## src/rtl/mp_uart9_pkg.sv

```systemverilog
package mp_uart9_pkg;

  typedef enum logic [1:0] {
    TX_IDLE,
    TX_START,
    TX_DATA,
    TX_STOP
  } tx_state_e;

  typedef enum logic [1:0] {
    RX_IDLE,
    RX_START,
    RX_DATA,
    RX_STOP
  } rx_state_e;

  // two-of-three vote on line samples
  function automatic logic vote3(input logic a, input logic b, input logic c);
    return (a & b) | (a & c) | (b & c);
  endfunction

endpackage

```

## src/rtl/mp_uart9_tx.sv

```systemverilog
module mp_uart9_tx
  import mp_uart9_pkg::*;
#(
  parameter int OVS    = 16,
  parameter int DATA_W = 8
) (
  input  logic              clk,
  input  logic              rst,
  input  logic              tick,
  input  logic              wr,
  input  logic [DATA_W-1:0] data,
  input  logic              bit9,
  output logic              txd,
  output logic              done_set
);
  localparam int NB = DATA_W + 1;
  localparam int CW = $clog2(OVS);
  localparam int IW = $clog2(NB);

  tx_state_e         st;
  logic [CW-1:0]     cnt;
  logic [IW-1:0]     idx;
  logic [NB-1:0]     sh;
  logic              bit_end;

  assign bit_end = tick && (cnt == CW'(OVS - 1));

  always_ff @(posedge clk) begin
    if (rst) begin
      st       <= TX_IDLE;
      txd      <= 1'b1;
      cnt      <= '0;
      idx      <= '0;
      sh       <= '0;
      done_set <= 1'b0;
    end else begin
      done_set <= 1'b0;
      if (tick && st != TX_IDLE) cnt <= bit_end ? '0 : cnt + 1'b1;
      case (st)
        TX_IDLE: begin
          txd <= 1'b1;
          if (wr) begin
            sh  <= {bit9, data};
            st  <= TX_START;
            txd <= 1'b0;
            cnt <= '0;
          end
        end
        TX_START: begin
          if (bit_end) begin
            st  <= TX_DATA;
            idx <= '0;
            txd <= sh[0];
          end
        end
        TX_DATA: begin
          if (bit_end) begin
            if (idx == IW'(NB - 1)) begin
              st       <= TX_STOP;
              txd      <= 1'b1;
              done_set <= 1'b1;
            end else begin
              idx <= idx + 1'b1;
              sh  <= sh >> 1;
              txd <= sh[1];
            end
          end
        end
        TX_STOP: begin
          txd <= 1'b1;
          if (bit_end) st <= TX_IDLE;
        end
        default: st <= TX_IDLE;
      endcase
    end
  end

endmodule

```

## src/rtl/mp_uart9_rx.sv

```systemverilog
module mp_uart9_rx
  import mp_uart9_pkg::*;
#(
  parameter int OVS    = 16,
  parameter int DATA_W = 8
) (
  input  logic                clk,
  input  logic                rst,
  input  logic                tick,
  input  logic                en,
  input  logic                rxd,
  output logic                got,
  output logic [DATA_W:0]     word
);
  localparam int NB  = DATA_W + 1;
  localparam int CW  = $clog2(OVS);
  localparam int IW  = $clog2(NB);
  localparam int MID = OVS / 2;

  rx_state_e     st;
  logic [CW-1:0] cnt;
  logic [IW-1:0] idx;
  logic [NB-1:0] sh;
  logic          sync1, sync2, prev;
  logic          s0, s1;
  logic          v;

  assign v    = vote3(s0, s1, sync2);
  assign word = sh;

  always_ff @(posedge clk) begin
    if (rst) begin
      sync1 <= 1'b1;
      sync2 <= 1'b1;
      prev  <= 1'b1;
    end else begin
      sync1 <= rxd;
      sync2 <= sync1;
      prev  <= sync2;
    end
  end

  always_ff @(posedge clk) begin
    if (rst) begin
      st  <= RX_IDLE;
      cnt <= '0;
      idx <= '0;
      sh  <= '0;
      s0  <= 1'b1;
      s1  <= 1'b1;
      got <= 1'b0;
    end else begin
      got <= 1'b0;
      if (st == RX_IDLE) begin
        if (en && prev && !sync2) begin
          st  <= RX_START;
          cnt <= '0;
        end
      end else if (tick) begin
        cnt <= (cnt == CW'(OVS - 1)) ? '0 : cnt + 1'b1;
        if (cnt == CW'(MID - 1)) s0 <= sync2;
        if (cnt == CW'(MID))     s1 <= sync2;
        if (cnt == CW'(MID + 1)) begin
          case (st)
            RX_START: if (v) st <= RX_IDLE;
            RX_DATA:  sh <= {v, sh[NB-1:1]};
            RX_STOP: begin
              st  <= RX_IDLE;
              got <= 1'b1;
            end
            default: st <= RX_IDLE;
          endcase
        end
        if (cnt == CW'(OVS - 1)) begin
          if (st == RX_START) begin
            st  <= RX_DATA;
            idx <= '0;
          end else if (st == RX_DATA) begin
            if (idx == IW'(NB - 1)) st <= RX_STOP;
            else idx <= idx + 1'b1;
          end
        end
      end
    end
  end

endmodule

```

## src/rtl/mp_uart9.sv

```systemverilog
module mp_uart9
  import mp_uart9_pkg::*;
#(
  parameter int OVS    = 16,
  parameter int DATA_W = 8
) (
  input  logic              clk,
  input  logic              rst,
  input  logic              tick,
  input  logic              tx_wr,
  input  logic [DATA_W-1:0] tx_byte,
  input  logic              tx_bit9,
  input  logic              rx_en,
  input  logic              mp_mode,
  input  logic              irq_en,
  input  logic              tx_done_clr,
  input  logic              rx_full_clr,
  input  logic              rxd,
  output logic              txd,
  output logic [DATA_W-1:0] rx_byte,
  output logic              rx_bit9,
  output logic              tx_done,
  output logic              rx_full,
  output logic              irq
);
  logic            tx_set;
  logic            rx_got;
  logic [DATA_W:0] rx_word;
  logic            accept;

  mp_uart9_tx #(.OVS(OVS), .DATA_W(DATA_W)) tx_i (
    .clk      (clk),
    .rst      (rst),
    .tick     (tick),
    .wr       (tx_wr),
    .data     (tx_byte),
    .bit9     (tx_bit9),
    .txd      (txd),
    .done_set (tx_set)
  );

  mp_uart9_rx #(.OVS(OVS), .DATA_W(DATA_W)) rx_i (
    .clk  (clk),
    .rst  (rst),
    .tick (tick),
    .en   (rx_en),
    .rxd  (rxd),
    .got  (rx_got),
    .word (rx_word)
  );

  // frame filter: slot free, receiver on, and address marker in mp mode
  assign accept = rx_got && rx_en && !rx_full && (!mp_mode || rx_word[DATA_W]);

  always_ff @(posedge clk) begin
    if (rst) begin
      rx_byte <= '0;
      rx_bit9 <= 1'b0;
      rx_full <= 1'b0;
      tx_done <= 1'b0;
      irq     <= 1'b0;
    end else begin
      if (accept) begin
        rx_byte <= rx_word[DATA_W-1:0];
        rx_bit9 <= rx_word[DATA_W];
      end
      if (accept)           rx_full <= 1'b1;
      else if (rx_full_clr) rx_full <= 1'b0;
      if (tx_set)           tx_done <= 1'b1;
      else if (tx_done_clr) tx_done <= 1'b0;
      irq <= irq_en && (tx_done || rx_full);
    end
  end

endmodule

```

## config.mk

```make
export PLATFORM = sky130hd
export DESIGN_NAME = mp_uart9
export DESIGN_NICKNAME = d
export VERILOG_FILES = /design/src/rtl/mp_uart9_pkg.sv /design/src/rtl/mp_uart9_tx.sv /design/src/rtl/mp_uart9_rx.sv /design/src/rtl/mp_uart9.sv
export SDC_FILE = /design/constraint.sdc
export NUM_CORES = 1
export LEC_CHECK = 0
export ABC_AREA = 1
export CAP_MARGIN = 20
export CORE_AREA = 2 2 61 77
export DETAILED_ROUTE_END_ITERATION = 8
export DIE_AREA = 0 0 63 79
export DONT_BUFFER_PORTS = 1
export PLACE_DENSITY = 0.79
export SYNTH_ARGS = -nofsm -noshare
export SYNTH_HDL_FRONTEND = slang
export SYNTH_SLANG_ARGS = --single-unit
```

## constraint.sdc

```tcl
create_clock -name clk -period 2.31 [get_ports clk]
set_input_delay 0.1155 -clock clk [delete_from_list [all_inputs] [get_ports clk]]
set_output_delay 0.1155 -clock clk [all_outputs]
set_load 0.005 [all_outputs]
```

==> impl_results.md <==
- Most frequent cells after synthesis: dfxtp_1 (58), nand2_1 (56), nor2_1 (56)
- Avg Inst Size Synth: roughly 7.5 µm²
- Filler cells: between 300 and 400
- Clk Latency, worst-skew pair: 0.34 ns
- Final Util: 70.6%
- Post-DR vias/cell: 5.32
- Clock network fraction of design power: 37.2%
- Routability cong.: approximately 0.82
- Nets@finish: approximately 400
- Final setup vio count: 0
- Num rows: 27
- Combinational power share: about 22%
- Tot Pwr: between 2000 and 3000 µW
- Pre-CTS setup slack: roughly 0.47 ns
- Met2 Use GR: 43.1%
- Peak supply drop: 0.000598 V
- GRT Residual Overflow: 0
- CTS clk-pin slew, worst paths: approximately 0.07 ns
- TritonCTS clock tree: done
- Die Y: between 70 and 80 µm
- First-pass GRT wire length: between 9000 and 10,000 µm
- Drt wl/cell: between 10 and 15 µm
- Crit path buf inv count: 3
- Worst path top cell family by delay: buffers and inverters
- Register area: 0.00116 mm²
- Number of synthesized flops with an enable pin: 0
- Final wirelength: around 5400 µm
- H-tree depth: 3
- CP peak stage delay: 0.57 ns
- Multi-input gate area: between 0.001 and 0.0015 mm²
- Slowest CP cell: dlygate4sd3_1
- Largest net degree at the start of global routing: 28
- Initial antenna violation count: 0
- Max_slew headroom: 40.3%
- Synth top area share: approximately 43%
- Crit-path max FO: 20
- Final Cycle Share: 81.4%
- Syn_nets: 395
- Total Routing Usage GR: 24.7%
- Initial detailed-routing violation count: around 160
- Psw: between 800 and 900 µW
- Met3 GRT Util: under 10%
- Full die area: 0.00498 mm²
- Share of cells above drive strength 1: under 10%
- RSZ-0062 raised after global routing: no
- Worst-margin pin slew: between 0.8 and 0.9 ns
- CP required: about 2.6 ns
- Worst Hold Class: in -> reg
- Ports: 32
- Final worst slack: about 0.43 ns
- Yosys cell types: 34
- Fin crit period: 1.88 ns
- Maximum clock insertion buffer count: 2
- Status: complete, no violations
- # DRC: 0
- Int Pwr: 1950 µW
- Async SR Flop Fraction: 0%
- Critical path class: reg -> reg
- Worst setup SP type: register
- Ant. Diodes: 0
- Worst Reg-to-Reg Cells: 6
- Max-cap viol count: 0
- Clock Sinks: 58
- Worst Path Arrival: 2.14 ns
- Sw Ratio: 30.8%
- Slew Limit Fails: 0
- Final hold vios: 0
- IO buf count: 0
- Number of iterations in the first detailed-routing pass: 4
- Post-CTS sizing: 0
- Routed Antenna Nets: 0
- Routing usage on met1: 25.9%
- FF+latch count, synth: 58
- Seq/Total Area, Yosys: between 40% and 50%
- Die X: roughly 63 µm
- Setup crit end kind: register
- Fin Clk Skew: between 0.01 and 0.015 ns
- Ys Warns: 0
- Synth area leaders: dfxtp_1 (43%), ha_1 (7.9%), nand2_1 (7.8%)
- CTS root buf: clkbuf_8
- Busiest grt layer: met2
- Main synth FF type: dfxtp_1
- Pwr Density: approximately 930 mW/mm²
- R2R setup slack: about 0.43 ns
- P&R area growth vs syn: 12.5%
- Synth area leader: dfxtp_1
- Sequential Power Share: between 40% and 50%
- Mapped Area: roughly 0.0027 mm²
- Post-DP HPWL: 3650 µm
- Synth Instances: ~360
- Hold depth: 4
- Num CTS Buffers: 9
- Initial Util: around 63%
- Via count of the routed design: ~2,300
- Max Clk Rate: ~0.53 GHz
- TNS Setup: 0 ns
- Core Box Area: ~0.0043 mm²
- Critical path cell sequence: inv_1 -> ha_1 -> inv_2 -> nand4_1 -> dlygate4sd3_1 -> a21oi_1
- Leakage: ~0.0013 µW
- Vias in the first global route: approximately 2,300
- Most common cell in the synthesized netlist: dfxtp_1
- Instance count on the critical path: 6
[tightest hold or removal path: cells and delay by family]
family          cells  cell delay (ns)
simple gates        3             0.15
compound gates      1             0.05
[worst paths after layout]
path | end | start
hold reg to reg | rx_i.sync2 | rx_i.sync1
setup / recovery | tx_i.sh[8] | tx_i.st[0]
hold / removal | rx_bit9 | rx_en
setup reg to reg | tx_i.sh[8] | tx_i.st[0]
[layout make-up]
cell class | count | share of cell area, %
clock inverter | 6 | 2.98
clock buffer | 10 | 4.55
timing repair buffer | 10 | 3.14
inverter | 48 | 5.95
multi-input combinational | 243 | 42.6
tap | 58 | 2.40
sequential | 58 | 38.3
[routing by layer]
layer  vias up  routed length (µm)
met4         0                 116
li1       1184                   -
met5         -                   0
met3        12                 201
met1      1066                2310
met2        40                2820
[logic make-up (layout without fill, tap and decap cells)]
family	after synthesis	after routing	share of synthesized area, %
buffers and inverters	58	74	8.88
DFF	58	58	43.1
xor gates and xnor gates	5	5	1.63
AOI/OAI and AO/OA	81	81	16.3
adders and majority gates	17	17	7.90
and+or+nand+nor	140	140	22.1
[timing repair]
action,CTS,global route
endpoints found under the setup margin,0,0
hold buffers,8,0
buffers inserted,0,0
hold endpoints to repair,18,0
[cells in the final DEF (no fill, tap or decap)]
cell	count
o311ai_0	1
dfxtp_1	58
o21ai_1	1
clkinv_4	2
nand4_1	6
nor3b_2	1
a31oi_1	1
o211ai_2	1
clkbuf_8	10
ha_1	17
clkinvlp_4	1
o21ai_0	42
inv_2	4
nor2_4	1
o21ai_2	1
o31ai_1	1
a211oi_1	3
nand3_2	1
buf_4	2
bufinv_16	2
a22oi_1	1
a21oi_1	27
xnor2_1	1
nor3_2	1
nand3_1	9
inv_1	44
nand2_1	56
clkinv_2	1
nor3_1	6
dlygate4sd3_1	8
nor2_2	1
o22ai_1	1
or2_2	2
xor2_1	4
a21oi_2	1
nor2_1	56
[through the flow]
stage               cells  instance area [µm²]  hold WS [ns]
floorplan             359                 2690         0.219
global placement      409                 2720         0.188
detailed placement    409                 2720         0.190
CTS                   433                 3030        0.0132
global route          433                 3030        0.0350
finish                433                 3030        0.0212
[power groups by stage]
stage               clock network (µW)  logic [µW]  registers, µW
floorplan                            0         543           1170
finish                            1050         614           1160
global placement                     0         571           1180
CTS                               1060         615           1160
global route                      1110         718           1170
detailed placement                   0         584           1180
[flip-flops by register name, indices dropped and copies added (netlist names), 2 cells and up]
signal and cells:
tx_i.idx 4, rx_i.word 9, rx_byte 8, tx_i.sh 9
rx_i.cnt 4, rx_i.st 2, tx_i.st 2, rx_i.idx 4
tx_i.cnt 4
Note: power is estimated with default switching activity, not from simulation.
